**src/rtl/dclamp_pkg.sv**
```systemverilog
package dclamp_pkg;

  // Class assigned to one incoming sample by the column map
  typedef enum logic [2:0] {
    COL_NONE      = 3'd0,
    COL_DUMMY     = 3'd1,
    COL_DARK_EDGE = 3'd2,
    COL_DARK_SEL  = 3'd3,
    COL_BUF       = 3'd4,
    COL_ACT       = 3'd5
  } col_e;

endpackage

```
**src/rtl/dclamp_colmap.sv**
```systemverilog
module dclamp_colmap
  import dclamp_pkg::*;
#(
  parameter int N_DUMMY = 11,
  parameter int N_DARK  = 22,
  parameter int N_EDGE  = 1,
  parameter int N_BUF   = 12,
  parameter int N_ACT   = 1648
) (
  input  logic clk,
  input  logic rst_n,
  input  logic in_valid,
  input  logic in_sol,
  output col_e cls,
  output logic last_sel,
  output logic line_live
);

  localparam int TOTAL   = N_DUMMY + N_DARK + N_BUF + N_ACT;
  localparam int CW      = $clog2(TOTAL + 1);
  localparam int SEL_LO  = N_DUMMY + N_EDGE;
  localparam int SEL_HI  = N_DUMMY + N_DARK - N_EDGE;
  localparam int DARK_HI = N_DUMMY + N_DARK;
  localparam int BUF_HI  = DARK_HI + N_BUF;

  logic [CW-1:0] idx_q;
  logic [CW-1:0] idx_cur;
  logic          in_line_q;

  // Region lookup for a column position
  function automatic col_e classify(input logic [CW-1:0] i);
    if (i < CW'(N_DUMMY))      return COL_DUMMY;
    else if (i < CW'(SEL_LO))  return COL_DARK_EDGE;
    else if (i < CW'(SEL_HI))  return COL_DARK_SEL;
    else if (i < CW'(DARK_HI)) return COL_DARK_EDGE;
    else if (i < CW'(BUF_HI))  return COL_BUF;
    else if (i < CW'(TOTAL))   return COL_ACT;
    else                       return COL_NONE;
  endfunction

  assign idx_cur   = in_sol ? '0 : idx_q;
  assign line_live = in_sol | in_line_q;

  always_comb begin
    cls      = (in_valid && line_live) ? classify(idx_cur) : COL_NONE;
    last_sel = (cls == COL_DARK_SEL) && (idx_cur == CW'(SEL_HI - 1));
  end

  always_ff @(posedge clk or negedge rst_n) begin
    if (!rst_n) begin
      idx_q     <= '0;
      in_line_q <= 1'b0;
    end else if (in_valid) begin
      if (in_sol) begin
        idx_q     <= CW'(1);
        in_line_q <= (TOTAL > 1);
      end else if (in_line_q) begin
        idx_q <= idx_q + CW'(1);
        if (idx_q == CW'(TOTAL - 1)) in_line_q <= 1'b0;
      end
    end
  end

endmodule

```
**src/rtl/dclamp_refacc.sv**
```systemverilog
module dclamp_refacc #(
  parameter int  DW   = 12,
  parameter int  NSEL = 20,
  localparam int SUMW = DW + $clog2(NSEL + 1)
) (
  input  logic            clk,
  input  logic            rst_n,
  input  logic            sel_fire,
  input  logic            sol_fire,
  input  logic            last_sel,
  input  logic [DW-1:0]   px,
  output logic [SUMW-1:0] acc_q,
  output logic [DW-1:0]   blk_q,
  output logic            blk_pulse
);

  // Exact rounded division by a reciprocal: x*n stays below 2^SH
  localparam int NW = $clog2(NSEL) + 1;
  localparam int SH = SUMW + 1 + NW;
  localparam logic [63:0] RECIP = ((64'd1 << SH) + 64'(NSEL) - 64'd1) / 64'(NSEL);

  function automatic logic [DW-1:0] rnd_div(input logic [SUMW-1:0] s);
    logic [63:0] x;
    logic [63:0] p;
    x = 64'(s) + 64'(NSEL / 2);
    p = x * RECIP;
    return DW'(p >> SH);
  endfunction

  logic [SUMW-1:0] acc_base;
  logic [SUMW-1:0] acc_next;
  logic [SUMW-1:0] sum_q;
  logic            sum_rdy;

  always_comb begin
    acc_base = sol_fire ? '0 : acc_q;
    acc_next = acc_base + (sel_fire ? SUMW'(px) : '0);
  end

  always_ff @(posedge clk or negedge rst_n) begin
    if (!rst_n) begin
      acc_q     <= '0;
      sum_q     <= '0;
      sum_rdy   <= 1'b0;
      blk_q     <= '0;
      blk_pulse <= 1'b0;
    end else begin
      if (sol_fire || sel_fire) acc_q <= acc_next;
      sum_rdy <= sel_fire && last_sel;
      if (sel_fire && last_sel) sum_q <= acc_next;
      blk_pulse <= sum_rdy;
      if (sum_rdy) blk_q <= rnd_div(sum_q);
    end
  end

endmodule

```
**src/rtl/dclamp_sub.sv**
```systemverilog
module dclamp_sub
  import dclamp_pkg::*;
#(
  parameter int DW = 12
) (
  input  logic          clk,
  input  logic          rst_n,
  input  col_e          cls,
  input  logic          keep_buf,
  input  logic [DW-1:0] px,
  input  logic [DW-1:0] blk,
  output logic          out_valid,
  output logic [DW-1:0] out_data,
  output logic          out_buf
);

  function automatic logic [DW-1:0] sat_sub(input logic [DW-1:0] a, input logic [DW-1:0] b);
    return (a > b) ? (a - b) : '0;
  endfunction

  logic          s1_act;
  logic          s1_buf;
  logic [DW-1:0] s1_data;

  always_ff @(posedge clk or negedge rst_n) begin
    if (!rst_n) begin
      s1_act    <= 1'b0;
      s1_buf    <= 1'b0;
      s1_data   <= '0;
      out_valid <= 1'b0;
      out_data  <= '0;
      out_buf   <= 1'b0;
    end else begin
      s1_act    <= (cls == COL_ACT);
      s1_buf    <= (cls == COL_BUF) && keep_buf;
      s1_data   <= px;
      out_valid <= s1_act || s1_buf;
      out_buf   <= s1_buf;
      out_data  <= s1_act ? sat_sub(s1_data, blk) : s1_data;
    end
  end

endmodule

```
**src/rtl/dark_clamp.sv**
```systemverilog
module dark_clamp
  import dclamp_pkg::*;
#(
  parameter int DW      = 12,
  parameter int N_DUMMY = 11,
  parameter int N_DARK  = 22,
  parameter int N_EDGE  = 1,
  parameter int N_BUF   = 12,
  parameter int N_ACT   = 1648
) (
  input  logic          clk,
  input  logic          rst_n,
  input  logic          in_valid,
  input  logic          in_sol,
  input  logic [DW-1:0] in_data,
  input  logic          keep_buf,
  output logic          out_valid,
  output logic [DW-1:0] out_data,
  output logic          out_buf,
  output logic          ref_valid,
  output logic [DW-1:0] ref_data
);

  localparam int NSEL = N_DARK - 2 * N_EDGE;
  localparam int SUMW = DW + $clog2(NSEL + 1);

  col_e            cls;
  logic            last_sel;
  logic            line_live;
  logic            sel_fire;
  logic            sol_fire;
  logic [SUMW-1:0] acc_q;

  assign sel_fire = (cls == COL_DARK_SEL);
  assign sol_fire = in_valid && in_sol;

  dclamp_colmap #(
    .N_DUMMY(N_DUMMY), .N_DARK(N_DARK), .N_EDGE(N_EDGE),
    .N_BUF(N_BUF), .N_ACT(N_ACT)
  ) u_map (
    .clk(clk), .rst_n(rst_n), .in_valid(in_valid), .in_sol(in_sol),
    .cls(cls), .last_sel(last_sel), .line_live(line_live)
  );

  dclamp_refacc #(.DW(DW), .NSEL(NSEL)) u_acc (
    .clk(clk), .rst_n(rst_n), .sel_fire(sel_fire), .sol_fire(sol_fire),
    .last_sel(last_sel), .px(in_data), .acc_q(acc_q),
    .blk_q(ref_data), .blk_pulse(ref_valid)
  );

  dclamp_sub #(.DW(DW)) u_sub (
    .clk(clk), .rst_n(rst_n), .cls(cls), .keep_buf(keep_buf),
    .px(in_data), .blk(ref_data),
    .out_valid(out_valid), .out_data(out_data), .out_buf(out_buf)
  );

endmodule

```
**config.mk**
```make
export PLATFORM = sky130hd
export DESIGN_NAME = dark_clamp
export DESIGN_NICKNAME = d
export VERILOG_FILES = /design/src/rtl/dclamp_pkg.sv /design/src/rtl/dclamp_colmap.sv /design/src/rtl/dclamp_refacc.sv /design/src/rtl/dclamp_sub.sv /design/src/rtl/dark_clamp.sv
export SDC_FILE = /design/constraint.sdc
export NUM_CORES = 1
export LEC_CHECK = 0
export BUFFER_PORTS_ARGS = -buffer_cell sky130_fd_sc_hd__buf_2
export CAP_MARGIN = 20
export CORE_AREA = 3 3 154 156
export CTS_BUF_LIST = sky130_fd_sc_hd__clkbuf_8 sky130_fd_sc_hd__clkbuf_16
export CTS_CLUSTER_DIAMETER = 80
export DETAILED_ROUTE_END_ITERATION = 8
export DIE_AREA = 0 0 157 159
export PLACE_DENSITY = 0.65
export SLEW_MARGIN = 20
export SYNTH_ARGS = -nofsm -noshare
export SYNTH_HDL_FRONTEND = slang
export SYNTH_SLANG_ARGS = --single-unit
```
**constraint.sdc**
```tcl
create_clock -name clk -period 11.2 [get_ports clk]
set_input_delay 0 -clock clk [delete_from_list [all_inputs] [get_ports clk]]
set_output_delay 0 -clock clk [all_outputs]
set_load 0.1 [all_outputs]
```
==> flow_summary.ini <==
[status]
run_status = finished, final reports clean

[synth]
synth_top_area_frac = 0.220
post_synth_xor_area_fraction = 0.0463
post_synth_design_cell_area_sq_um = 10000
synthMostInstantiatedCell = inv_1
dominant_combinational_cell_family_by_area_after_synthesis = adder cells
synth.area.mux_share = 0.0139
yosys.area_share.simple = 0.119
avgSynthCellArea_sq_um = 9.11
yosysUniqueCellTypes = 66
synth_compound_gate_area_share = 0.131
synth_adder_area_share = 0.369
synth_enable_flop_cells = 0
netlist_top_cells_area = dfrtp_1 22%, fa_1 19%, ha_1 18%, inv_1 8.8%, nand2_1 3.3%
postSynth.topFlopCell = dfrtp_1
yosys_register_bits = 88
synth_area_leader_cell = dfrtp_1
synth_async_sr_flop_share = 1.00
synth-warning-count = 0
post_syn_instances = 1100
seq_area_frac_synth = 0.220
syn-num-nets = 1357
synth.cells.most_frequent = 236 x inv_1, 147 x ha_1, 93 x fa_1

[clock_tree]
clock_tree.root_cell = clkbuf_16
clock_sinks = 88
clkSlewWorstSetupHoldPaths_ns = 0.06
latest_clock_arrival_within_the_worst_skew_pair_ns = 0.35
resize_count_post_cts = 0
clock_path_buffers = 2
clock_tree_from_tritoncts = yes
cts-htree-levels = 3
numCtsBuffers = 9

[floorplanning]
floorplan.initialDensity = 0.446
die_area_sq_um = 25000
vert_die_dim_um = 159
io_pins = 44
row_count = 55
floorplan.core_area_sq_um = 22500
die_w_um = 157

[flow_run]
max_cap_violations = 0

[power_and_ir_drop]
p_leak_uw = 0.00578
finalPower_uw = 858
peakVddDrop_v = 0.0000598
power.density_nw_per_um2 = 78.5

[worst_setup_path]
setup.worst_path.start_class = flop
worst_setup_path_startpoint = u_acc.sum_q[4]
timing.setup.critical_path_class = reg -> reg
worst_r2r_startpoint = u_acc.sum_q[4]
cp-end-kind = flop
cp_data_required_time_ns = 11.45
reg2regPathDepth = 23
r2r_slack_ns = 4.14
critPathMaxFanout = 6
cp_data_arrival_time_ns = 7.31
regToRegEndpoint = u_acc.blk_q[11]

[routing]
routed_via_density = 5.26
drc = 0
detailedRoute.firstIterationViolations = 497
wl_um = 23400
detail_route.wl_per_cell_um = 16.3
antenna_left = 0
via_count = 7570
drt_pre_antenna_iters = 5

[hold_path]
min_from = in_sol
worst_hold_path.num_cells = 2
tightest_hold_check_type = in -> reg
min_to = u_map.idx_q[0]

[global_route]
gr-total-overflow = 0
antenna_found_initial = 0
groute.usage.overall = 0.191
largest_net_degree_at_the_start_of_global_routing = 60
number_of_global_route_vias_before_repair = 7553
grt_first_pass_wirelength_um = 38300

[sta]
setup-violations-final = 0
skew_ns = 0.00643
hold_viol = 0
fin_crit_sh = 0.630
maxClockFrequency_mhz = 142
grt_setup_unrepaired = false
setup_total_negative_slack_ns = 0
maxSlewHeadroom = 0.488
slew_violations = 0
post-route-min-period_ns = 7.06
finalWorstSetupSlack_ns = 4.14
worst_slew_pin_slew_ns = 0.766

[final_layout]
multiInputGateArea_sq_um = 6810
sequential_cell_area_sq_um = 2200
area_delta_synth_final_pct = 9.12
number_of_filler_cells_placed_in_the_layout = 2097
number_of_antenna_repair_diodes = 0
finalNetCount = 1408
drive_gt1_frac = 0.0667

[placement]
place_ws_ns = 4.10
routability_congestion_estimate = 0.928
hpwl_um = 19500
port_buffers = 43
## worst max-delay path by stage
stage                           end  slack [ns]
detailed placement   u_acc.blk_q[6]        4.10
CTS                  u_acc.blk_q[6]        4.10
global route         u_acc.blk_q[6]        3.54
finish              u_acc.blk_q[11]        4.14
global placement     u_acc.blk_q[6]        4.27
floorplan           u_acc.blk_q[11]        4.89
## worst max-delay path: stages (launching register included)
cell and delay [ns]:
dfrtp_1 0.41, nand3_1 0.16, nor4_1 0.51, nand2_1 0.12, xor2_1 0.31, inv_1 0.11, ha_1 0.25, fa_1 0.60
inv_1 0.07, fa_1 0.47, inv_1 0.10, fa_1 0.55, inv_1 0.05, fa_1 0.50, fa_1 0.54, inv_1 0.04
ha_1 0.35, nand3_1 0.12, nor4_1 0.38, a221oi_1 0.16, a31oi_1 0.56, nand3_1 0.19, and3_1 0.22, o31ai_1 0.19
## sequential cells by signal, indices dropped and copies added, names as in the netlist, 11 cells and up
signal and count:
u_acc.sum_q 17, u_sub.out_data 12, u_map.idx_q 11, u_acc.blk_q 12
u_acc.acc_q 17, u_sub.s1_data 12
## cells by family (layout without fill, tap and decap cells)
logic type,Yosys count,in the layout
DFF,88,88
muxes,13,13
and+or+nand+nor,245,245
adders and majority gates,240,240
buffers and inverters,258,313
AOI/OAI and AO/OA,203,203
xor gates and xnor gates,53,53
## power by group
part           switching [uW]  total [uW]  internal, uW
combinational             143         222          78.7
sequential               10.7         340           329
clock                     126         297           171
total                     279         858           579
## what timing repair did
action	4_1_cts	5_1_grt
hold buffers	16	0
buffers inserted	0	0
endpoints found under the hold margin	44	0
## stage by stage
stage                     cells  hold WS (ns)  utilization  cell area [sq um]
after floorplan            1100        -0.296            -              10000
after global placement     1409       -0.0350        0.466              10500
after detailed placement   1409       -0.0288        0.466              10500
after CTS                  1440        0.0197        0.486              10900
after global routing       1440        0.0505        0.486              10900
final                      1440        0.0400        0.486              10900
## cell usage in the layout, fill, tap and decap left out, types with 7 or more instances in the layout
cell,synthesis,final
ha_1,147,147
a21o_1,15,15
nand3_1,24,24
nor2_1,43,43
xnor2_1,23,23
nor3_1,9,9
a211oi_1,10,10
clkbuf_16,0,9
o21a_1,15,15
dlygate4sd3_1,0,16
fa_1,93,93
or4_1,7,7
nand2_1,88,88
mux2_2,7,7
o31ai_1,7,7
buf_2,3,42
dfrtp_1,88,88
xor2_1,30,30
and2_1,27,27
o22ai_1,14,14
nand4_1,10,10
o211ai_1,9,9
o21ai_0,36,36
a31oi_1,7,7
a21oi_1,53,53
inv_1,236,237
## layout make-up
| class | instances | share of cell area |
|---|---|---|
| clock buffer | 9 | 0.0206 |
| clock inverter | 6 | 0.00560 |
| inverter | 237 | 0.0818 |
| multi-input combinational | 754 | 0.622 |
| sequential | 88 | 0.201 |
| tap | 285 | 0.0326 |
| timing repair buffer | 61 | 0.0359 |
## layer usage
layer  track usage  part of all wire  vias to the layer above
met2         0.314              0.48                      130
met4        0.0450             0.017                        0
li1              -                 -                     3725
met1         0.267              0.47                     3686
met3        0.0291             0.036                       29
met5             0                 0                        -
Power figures use the tool's default switching activity.
